### config.mk
export PLATFORM = sky130hd
export DESIGN_NAME = dram_refresh_seq
export DESIGN_NICKNAME = d
export VERILOG_FILES = /design/src/rtl/rfs_pkg.sv /design/src/rtl/rfs_interval.sv /design/src/rtl/rfs_gap.sv /design/src/rtl/rfs_seq.sv /design/src/rtl/dram_refresh_seq.sv
export SDC_FILE = /design/constraint.sdc
export NUM_CORES = 1
export LEC_CHECK = 0
export CORE_MARGIN = 2
export CORE_UTILIZATION = 30
export DETAILED_ROUTE_END_ITERATION = 10
export PLACE_DENSITY = 0.47
export RECOVER_POWER = 25
export SLEW_MARGIN = 20
export SYNTH_ARGS = -nofsm -noshare
export SYNTH_HDL_FRONTEND = slang
export SYNTH_SLANG_ARGS = --single-unit
### constraint.sdc
create_clock -name clk -period 4.1 [get_ports clk]
set_clock_uncertainty 0.05 [all_clocks]
set_input_delay 1.23 -clock clk [delete_from_list [all_inputs] [get_ports clk]]
set_output_delay 1.23 -clock clk [all_outputs]
set_load 0.01 [all_outputs]
### src/rtl/rfs_pkg.sv
package rfs_pkg;
  typedef enum logic [3:0] {
    ST_PAUSE,
    ST_IDLE,
    ST_WAIT,
    ST_CSR,
    ST_RAS,
    ST_PRE,
    ST_SRH,
    ST_SRS,
    ST_SRX
  } rfs_state_e;
endpackage

### src/rtl/rfs_interval.sv
module rfs_interval #(
  parameter int unsigned PERIOD = 12500
) (
  input  logic clk,
  input  logic rst,
  input  logic en_i,
  output logic tick_o
);
  localparam int unsigned W = (PERIOD > 1) ? $clog2(PERIOD) : 1;

  logic [W-1:0] cnt_q;
  logic         tick_q;

  always_ff @(posedge clk) begin
    if (rst || !en_i) begin
      cnt_q  <= '0;
      tick_q <= 1'b0;
    end else begin
      tick_q <= (cnt_q == W'(PERIOD - 1));
      cnt_q  <= (cnt_q == W'(PERIOD - 1)) ? '0 : cnt_q + W'(1);
    end
  end

  assign tick_o = tick_q;
endmodule

### src/rtl/rfs_gap.sv
module rfs_gap #(
  parameter int unsigned LIMIT = 6400000
) (
  input  logic clk,
  input  logic rst,
  input  logic en_i,
  input  logic clr_i,
  output logic overdue_o
);
  localparam int unsigned W = $clog2(LIMIT + 1);

  logic [W-1:0] cnt_q;

  always_ff @(posedge clk) begin
    if (rst || clr_i)
      cnt_q <= '0;
    else if (en_i && cnt_q != W'(LIMIT))
      cnt_q <= cnt_q + W'(1);
  end

  assign overdue_o = (cnt_q == W'(LIMIT));
endmodule

### src/rtl/rfs_seq.sv
module rfs_seq
  import rfs_pkg::*;
#(
  parameter int unsigned PAUSE_CYC = 20000,
  parameter int unsigned WAKE_CNT  = 8,
  parameter int unsigned T_CSR     = 1,
  parameter int unsigned RAS_HOLD  = 6,
  parameter int unsigned T_RP      = 4,
  parameter int unsigned T_RASS    = 10000,
  parameter int unsigned T_RPS     = 11
) (
  input  logic clk,
  input  logic rst,
  input  logic tick_i,
  input  logic overdue_i,
  input  logic acc_busy_i,
  input  logic sr_req_i,
  output logic ras_n_o,
  output logic cas_n_o,
  output logic busy_o,
  output logic allow_o,
  output logic ready_o,
  output logic sr_active_o,
  output logic in_sr_o,
  output logic done_o
);
  localparam int unsigned DW = $clog2(PAUSE_CYC + T_RASS + T_RPS + T_CSR + RAS_HOLD + T_RP + 1);
  localparam int unsigned WW = $clog2(WAKE_CNT + 1);

  rfs_state_e    st_q, st_d;
  logic [DW-1:0] cnt_q, cnt_d;
  logic [WW-1:0] wake_q, wake_d;
  logic          kind_q, kind_d;   // 1: self-refresh entry
  logic          pend_q, pend_d;
  logic          ready_q, ready_d;
  logic          ras_q, cas_q, busy_q, allow_q, sra_q;

  always_comb begin
    st_d    = st_q;
    cnt_d   = (cnt_q != '0) ? cnt_q - DW'(1) : cnt_q;
    wake_d  = wake_q;
    kind_d  = kind_q;
    ready_d = ready_q;
    pend_d  = pend_q | tick_i;
    done_o  = 1'b0;
    unique case (st_q)
      ST_PAUSE: if (cnt_q == '0) begin
        st_d   = ST_CSR;
        cnt_d  = DW'(T_CSR - 1);
        wake_d = WW'(WAKE_CNT);
        kind_d = 1'b0;
      end
      ST_IDLE: if (pend_q || sr_req_i) st_d = ST_WAIT;
      ST_WAIT: if (!acc_busy_i) begin
        if (pend_q) begin
          st_d   = ST_CSR;
          cnt_d  = DW'(T_CSR - 1);
          kind_d = 1'b0;
          pend_d = 1'b0;
          if (overdue_i) begin
            wake_d  = WW'(WAKE_CNT);
            ready_d = 1'b0;
          end
        end else if (sr_req_i) begin
          st_d   = ST_CSR;
          cnt_d  = DW'(T_CSR - 1);
          kind_d = 1'b1;
        end else begin
          st_d = ST_IDLE;
        end
      end
      ST_CSR: if (cnt_q == '0) begin
        st_d  = kind_q ? ST_SRH : ST_RAS;
        cnt_d = kind_q ? DW'(T_RASS - 1) : DW'(RAS_HOLD - 1);
      end
      ST_RAS: if (cnt_q == '0) begin
        st_d  = ST_PRE;
        cnt_d = DW'(T_RP - 1);
      end
      ST_PRE: if (cnt_q == '0) begin
        done_o = 1'b1;
        if (wake_q > WW'(1)) begin
          wake_d = wake_q - WW'(1);
          st_d   = ST_CSR;
          cnt_d  = DW'(T_CSR - 1);
        end else begin
          wake_d  = '0;
          ready_d = 1'b1;
          st_d    = ST_IDLE;
        end
      end
      ST_SRH: begin
        pend_d = 1'b0;
        if (cnt_q == '0) st_d = ST_SRS;
      end
      ST_SRS: begin
        pend_d = 1'b0;
        if (!sr_req_i) begin
          st_d  = ST_SRX;
          cnt_d = DW'(T_RPS - 1);
        end
      end
      ST_SRX: begin
        pend_d = 1'b0;
        if (cnt_q == '0) begin
          done_o = 1'b1;
          st_d   = ST_IDLE;
        end
      end
      default: st_d = ST_PAUSE;
    endcase
  end

  always_ff @(posedge clk) begin
    if (rst) begin
      st_q    <= ST_PAUSE;
      cnt_q   <= DW'(PAUSE_CYC - 1);
      wake_q  <= '0;
      kind_q  <= 1'b0;
      pend_q  <= 1'b0;
      ready_q <= 1'b0;
      ras_q   <= 1'b1;
      cas_q   <= 1'b1;
      busy_q  <= 1'b1;
      allow_q <= 1'b0;
      sra_q   <= 1'b0;
    end else begin
      st_q    <= st_d;
      cnt_q   <= cnt_d;
      wake_q  <= wake_d;
      kind_q  <= kind_d;
      pend_q  <= pend_d;
      ready_q <= ready_d;
      ras_q   <= !(st_d inside {ST_RAS, ST_SRH, ST_SRS});
      cas_q   <= !(st_d inside {ST_CSR, ST_RAS, ST_SRH, ST_SRS});
      busy_q  <= !(st_d inside {ST_IDLE, ST_WAIT});
      allow_q <= (st_d == ST_IDLE) && !pend_d && !sr_req_i;
      sra_q   <= (st_d == ST_SRS);
    end
  end

  assign in_sr_o     = st_q inside {ST_SRH, ST_SRS, ST_SRX};
  assign ras_n_o     = ras_q;
  assign cas_n_o     = cas_q;
  assign busy_o      = busy_q;
  assign allow_o     = allow_q;
  assign ready_o     = ready_q;
  assign sr_active_o = sra_q;
endmodule

### src/rtl/dram_refresh_seq.sv
module dram_refresh_seq #(
  parameter int unsigned PAUSE_CYC      = 20000,
  parameter int unsigned WAKE_CNT       = 8,
  parameter int unsigned REF_PERIOD_CYC = 6400000,
  parameter int unsigned ROWS           = 512,
  parameter int unsigned MISS_CYC       = 6400000,
  parameter int unsigned T_CSR          = 1,
  parameter int unsigned T_RAS          = 6,
  parameter int unsigned T_RP           = 4,
  parameter int unsigned T_CAS          = 2,
  parameter int unsigned T_RASS         = 10000,
  parameter int unsigned T_RPS          = 11
) (
  input  logic clk,
  input  logic rst,
  input  logic acc_busy_i,
  input  logic sr_req_i,
  output logic allow_o,
  output logic busy_o,
  output logic ready_o,
  output logic sr_active_o,
  output logic ras_n_o,
  output logic casl_n_o,
  output logic cash_n_o
);
  localparam int unsigned INTERVAL = REF_PERIOD_CYC / ROWS;
  localparam int unsigned RAS_HOLD = (T_CSR + T_RAS >= T_CAS) ? T_RAS : (T_CAS - T_CSR);

  logic tick, overdue, in_sr, done, cas_n;

  rfs_interval #(.PERIOD(INTERVAL)) u_interval (
    .clk(clk), .rst(rst), .en_i(ready_o && !in_sr), .tick_o(tick)
  );

  rfs_gap #(.LIMIT(MISS_CYC)) u_gap (
    .clk(clk), .rst(rst), .en_i(ready_o && !in_sr), .clr_i(done), .overdue_o(overdue)
  );

  rfs_seq #(
    .PAUSE_CYC(PAUSE_CYC), .WAKE_CNT(WAKE_CNT), .T_CSR(T_CSR), .RAS_HOLD(RAS_HOLD),
    .T_RP(T_RP), .T_RASS(T_RASS), .T_RPS(T_RPS)
  ) u_seq (
    .clk(clk), .rst(rst), .tick_i(tick), .overdue_i(overdue),
    .acc_busy_i(acc_busy_i), .sr_req_i(sr_req_i),
    .ras_n_o(ras_n_o), .cas_n_o(cas_n), .busy_o(busy_o), .allow_o(allow_o),
    .ready_o(ready_o), .sr_active_o(sr_active_o), .in_sr_o(in_sr), .done_o(done)
  );

  assign casl_n_o = cas_n;
  assign cash_n_o = cas_n;
endmodule

==> results of run 1 <==
-- area by class of cell --
type                            instances  area (um2)
Timing Repair Buffer                   14         123
Multi-Input combinational cell        343        2150
Clock buffer                           13         270
Sequential cell                        69        1380
Inverter                               14        52.6
Clock inverter                          1        30.0
Tap cell                              168         210
Fill cell                            1250        7850
-- metrics by stage --
stage	utilization	hold slack (ps)	setup slack, ps	cell area (um2)	instances
after CTS	0.350	420	1230	4220	622
after detailed placement	0.325	406	919	3920	608
final	0.349	414	1110	4210	622
after global routing	0.349	445	947	4210	622
after global placement	0.325	397	971	3920	608
after floorplan	-	380	1580	3730	447
-- cells in the mapped netlist (all sizes together), types with 2 or more instances --
library cell | number | area share
a211oi | 4 | 0.0081
a21o | 3 | 0.0060
a21oi | 18 | 0.026
a22oi | 2 | 0.0040
a31oi | 2 | 0.0034
and2 | 4 | 0.0071
and3 | 5 | 0.0084
and4 | 2 | 0.0047
buf | 15 | 0.027
clkbuf | 6 | 0.011
dfxtp | 69 | 0.37
ha | 9 | 0.030
inv | 14 | 0.014
mux2i | 3 | 0.0081
nand2 | 31 | 0.031
nand2b | 6 | 0.011
nand3 | 16 | 0.021
nand3b | 6 | 0.012
nand4 | 11 | 0.022
nor2 | 79 | 0.080
nor2b | 4 | 0.0067
nor3 | 17 | 0.023
nor3b | 4 | 0.0094
nor4 | 11 | 0.024
nor4b | 7 | 0.018
nor4bb | 2 | 0.0054
o211ai | 2 | 0.0040
o21ai | 17 | 0.023
o21ba | 3 | 0.0081
o21bai | 5 | 0.010
o221ai | 2 | 0.0047
or2 | 3 | 0.0050
or3 | 5 | 0.0084
or4 | 3 | 0.0081
or4b | 2 | 0.0054
xnor2 | 23 | 0.054
xor2 | 19 | 0.045
-- path summary, 6_finish.rpt --
path | start | end | slack (ps)
min | u_interval.cnt_q[0]$_SDFF_PP0_ | u_interval.cnt_q[0]$_SDFF_PP0_ | 410
max reg2reg | u_seq.cnt_q[0]$_SDFF_PP1_ | u_gap.cnt_q[8]$_SDFFE_PP0P_ | 1300
max | sr_req_i | u_seq.allow_o$_SDFF_PP0_ | 1110
min reg2reg | u_interval.cnt_q[0]$_SDFF_PP0_ | u_interval.cnt_q[0]$_SDFF_PP0_ | 410
-- report_power, final --
part	total, uW	switching (uW)	internal, uW
Sequential	677	3.46	674
Clock	783	269	514
Combinational	32.3	19.5	12.7
-- cell families (layout without fill, tap and decap cells) --
| logic type | after synthesis | after routing |
|---|---|---|
| AOI/OAI and AO/OA | 66 | 66 |
| xor gates and xnor gates | 42 | 42 |
| and+or+nand+nor | 222 | 222 |
| adders and majority gates | 9 | 9 |
| buffers and inverters | 35 | 42 |
| DFF | 69 | 69 |
| muxes | 4 | 4 |
-- state kept, by name, summed over array words and instances, names as in the netlist --
register	flops
u_gap.cnt_q	23
u_seq.cnt_q	15
u_interval.cnt_q	14
u_seq.st_q	4
u_seq.wake_q	4
u_interval.tick_o	1
u_seq.allow_o	1
u_seq.busy_o	1
u_seq.cas_n_o	1
u_seq.kind_q	1
u_seq.pend_q	1
u_seq.ras_n_o	1
u_seq.ready_o	1
u_seq.sr_active_o	1
-- worst max-delay path: cells and delay by family --
family                 cells  cell delay, ps
buffers and inverters      1             650
and+or+nand+nor            4             960
AOI/OAI and AO/OA          2             310
-- per-layer routing --
layer / vias up / global-route usage / wire length (um)
li1: 1562 / - / -
met1: 1426 / 0.181 / 4170
met2: 47 / 0.208 / 3720
met3: 4 / 0.0329 / 269
met4: 0 / 0.0410 / 51
met5: - / 0 / 0
==> results_dict.tcl, run 1 <==
set metrics [dict create \
    required_ps 4260 \
    synth.net_count 460 \
    drt_drc_violations_left 0 \
    synth_compound_area_frac 0.116 \
    grt_pass1_wl_mm 14.2 \
    gp_congestion 0.823 \
    htree_num_levels 3 \
    start_kind "primary input" \
    synth-edff-count 0 \
    cp.arrival_ps 3160 \
    holdPathStages 1 \
    hold_viol_final 0 \
    tightest_slew_ps 804 \
    vias 3039 \
    drive_above_1_share 0.0837 \
    min-delay-path-class "register to register" \
    cp_slowest_cell "dlygate4sd3_1" \
    grt_max_degree 24 \
    hpwl_mm 5.75 \
    drtPass1Iterations 4 \
    die_y_um 115 \
    drv_cap 0 \
    cts_setup_buffers 0 \
    status "finished, final reports clean" \
    drt_wl_total_mm 8.20 \
    syn_avg_cell_area_um2 8.34 \
    cts_tree "yes" \
    synthArstFlopShare 0 \
    cts_made_buffers 9 \
    fmax_mhz 334 \
    slew_viol_final 0 \
    period_needed_ps 2990 \
    synth_top_family_by_area "simple AND/OR/NAND/NOR gates" \
    synth_area_um2 3730 \
    die_w_um 115 \
    cts_resized 0 \
    ys_seq_area_frac 0.371 \
    yosys.area_share.adder 0.0302 \
    synth_cells 447 \
    final_antenna_net_count 0 \
    yosysUniqueCellTypes 64 \
    yosys.area_share.simple 0.320 \
    maxSlewHeadroom 0.457 \
    vias_per_cell 4.89 \
    yosys-mux-area-fraction 0.0111 \
    start_util 0.309 \
    synth_ff_type "dfxtp_1" \
    numClockSinks 69 \
    num_rows 40 \
    track_usage 0.133 \
    crit_type "primary input to register" \
    final_cell_mix "79 x nor2_1, 69 x dfxtp_1, 31 x nand2_1" \
    clk_pin_slew_worst_paths_ps 50 \
    critPathMaxStageDelay_ps 650 \
    r2r_cells 7 \
    final_common_cell "nor2_1" \
    ir_drop_v 0.000183 \
    rsz0062_at_grt "false" \
    port_buffers 10 \
    cp_max_fo 8 \
    power_density_nw_per_um2 354 \
    synthXorXnorAreaFrac 0.0987 \
    nNetsFinal 464 \
    dr.first_iter.drc_count 173 \
    core-area_um2 12100 \
    cts_root_buf "clkbuf_16" \
    setup_viol 0 \
    die-area_um2 13300 \
    cts_hold_buf 0 \
    yosysWarnings 0 \
    clk_latency_ps 330 \
    p_leak_uw 0.00143 \
    period_share 0.730 \
    wl_per_cell_um 13.2 \
    io_pins 11 \
    n_antenna_cell 0 \
    cp_cell_sequence "dlygate4sd3_1 -> nor2_1 -> nand3b_1 -> a221o_1 -> o211ai_1 -> nand2b_2 -> nor4b_1" \
    grt-ovfl-total 0 \
    power_uw 1490 \
    antenna_found_initial 0 \
    tns_ps 0 \
    synth_seq_cells 69 \
    syn2layout_area_growth_pct 13.0 \
    cts_buffer_depth 2 \
    first_global_vias 2889 \
    end_kind "register" \
]
Note: power is estimated with default switching activity, not from simulation.
==> run 2: changes to the inputs <==
clock period = 2.9 ns   (was 4.1 ns; I/O delays follow)
==> run 2 against run 1 <==
Clock power is 38% higher. Worst hold slack got worse by 2.0 ps. Largest power group unchanged. Combinational power increased by 54%. Largest cell class unchanged. Count of clock-buffer cells in the layout shrank 1. Core utilization increased by 0.63 points. Final cell count is 1.9% higher. Non-clock buffer count increased by 10. Setup slack worse by 650 ps. Final area rose by 1.8%.
==> results_dict.tcl, run 2 (synthesized netlist as in run 1, its figures left out) <==
set metrics [dict create \
    status "finished, final reports clean" \
    route.met3.wl_um 302 \
    drv_cap 0 \
    gp_congestion 0.844 \
    reg_top3 "u_gap.cnt_q (23), u_seq.cnt_q (15), u_interval.cnt_q (14)" \
    top_layer "met4" \
    p_leak_uw 0.00148 \
    vias 3067 \
    min-delay-path-class "register to register" \
    holdPathStages 1 \
    r2r_cells 6 \
    numClockSinks 69 \
    cts_buffer_depth 2 \
    htree_num_levels 3 \
    grt_max_degree 24 \
    regArea_um2 1380 \
    antenna_found_initial 0 \
    final_cell_mix "79 x nor2_1, 69 x dfxtp_1, 31 x nand2_1" \
    first_global_vias 2993 \
    reg2reg_slack_ps 490 \
    port_buffers 10 \
    wl_met1_mm 4.17 \
    cts_hold_buf 0 \
    cp_max_fo 14 \
    start_util 0.309 \
    start_kind "primary input" \
    tns_ps 0 \
    clk_latency_ps 330 \
    cts_tree "yes" \
    drtPass1Iterations 4 \
    num_rows 40 \
    design_area_um2 4290 \
    dr.first_iter.drc_count 121 \
    multi_input_area_um2 2150 \
    syn2layout_area_growth_pct 15.1 \
    hold_viol_final 0 \
    fmax_mhz 409 \
    n_fill_cell 1308 \
    wl_per_cell_um 13.2 \
    cp_cell_sequence "dlygate4sd3_1 -> nand3b_1 -> clkbuf_1 -> nor2_1" \
    maxSlewHeadroom 0.532 \
    tightest_slew_ps 696 \
    cp.arrival_ps 2580 \
    r2r_end "u_gap.cnt_q[19]$_SDFFE_PP0P_" \
    period_needed_ps 2440 \
    period_share 0.843 \
    drive_above_1_share 0.109 \
    cts_root_buf "clkbuf_16" \
    crit_type "primary input to register" \
    cts_resized 0 \
    final_antenna_net_count 0 \
    die_y_um 115 \
    grt_pass1_wl_mm 14.5 \
    die-area_um2 13300 \
    setup_viol 0 \
    drt_drc_violations_left 0 \
    io_pins 11 \
    worstSetupEndpoint "u_interval.cnt_q[6]$_SDFF_PP0_" \
    wl_met2_mm 3.76 \
    whs_ps 412 \
    clk_pin_slew_worst_paths_ps 50 \
    cts_made_buffers 9 \
    power_uw 2090 \
    cp_slowest_cell "dlygate4sd3_1" \
    regMostFlops "u_gap.cnt_q" \
    r2r_start "u_seq.st_q[1]$_SDFF_PP0_" \
    hpwl_mm 5.94 \
    critPathLaunch "rst" \
    critPathMaxStageDelay_ps 920 \
    ir_drop_v 0.000253 \
    grt-ovfl-total 0 \
    cts_setup_buffers 0 \
    n_antenna_cell 0 \
    slew_viol_final 0 \
    power_density_nw_per_um2 487 \
    largest_reg_flops 23 \
    dpl_cell_area_um2 4000 \
    core-area_um2 12100 \
    final_common_cell "nor2_1" \
    track_usage 0.137 \
    required_ps 3040 \
    end_kind "register" \
    die_w_um 115 \
    drt_wl_total_mm 8.35 \
    vias_per_cell 4.84 \
    rsz0062_at_grt "false" \
    nNetsFinal 474 \
]
## run 2: cell count changes in the layout (fill, tap and decap cells not counted), moves of 2 or more
cell / delta
clkinv_2: +2
clkdlybuf4s50_1: +4
clkbuf_8: -2
dlygate4sd3_1: -4
buf_4: +11
## run 2: stage by stage
stage / setup WS (ps) / util / cells
after CTS: 512 / 0.356 / 634
after floorplan: 739 / - / 447
final: 457 / 0.356 / 634
after global placement: 276 / 0.332 / 618
after detailed placement: 238 / 0.332 / 618
after global routing: 207 / 0.356 / 634
## run 2: area by class of cell
| class | count | share of cell area |
|---|---|---|
| sequential | 69 | 0.322 |
| multi-input combinational | 343 | 0.501 |
| timing repair buffer | 24 | 0.0470 |
| inverter | 14 | 0.0123 |
| clock buffer | 12 | 0.0575 |
| tap | 168 | 0.0490 |
| clock inverter | 4 | 0.0111 |
## run 2: report_power, final
group          switching (uW)  total [uW]  leakage (uW)  internal, uW
sequential               4.90         957      0.000557           952
clock                     397        1080      0.000143           686
combinational            28.5        49.6      0.000778          21.1
## run 2: worst min path at each step
stage | start | to
2_1_floorplan | u_interval.cnt_q[0]$_SDFF_PP0_ | u_interval.cnt_q[0]$_SDFF_PP0_
3_3_place_gp | u_interval.cnt_q[0]$_SDFF_PP0_ | u_interval.cnt_q[0]$_SDFF_PP0_
3_5_place_dp | u_interval.cnt_q[0]$_SDFF_PP0_ | u_interval.cnt_q[0]$_SDFF_PP0_
4_1_cts | u_interval.cnt_q[0]$_SDFF_PP0_ | u_interval.cnt_q[0]$_SDFF_PP0_
5_1_grt | u_interval.cnt_q[0]$_SDFF_PP0_ | u_interval.cnt_q[0]$_SDFF_PP0_
6_report | u_interval.cnt_q[0]$_SDFF_PP0_ | u_interval.cnt_q[0]$_SDFF_PP0_
## run 2: critical path: cells and delay by family
kind                   cells  cell delay [ps]
AND/OR/NAND/NOR            2              290
buffers and inverters      2             1410
## run 2: per-layer routing
layer	vias up	global-route usage
li1	1594	-
met1	1406	0.182
met2	56	0.210
met3	11	0.0377
met4	0	0.0546
met5	-	0
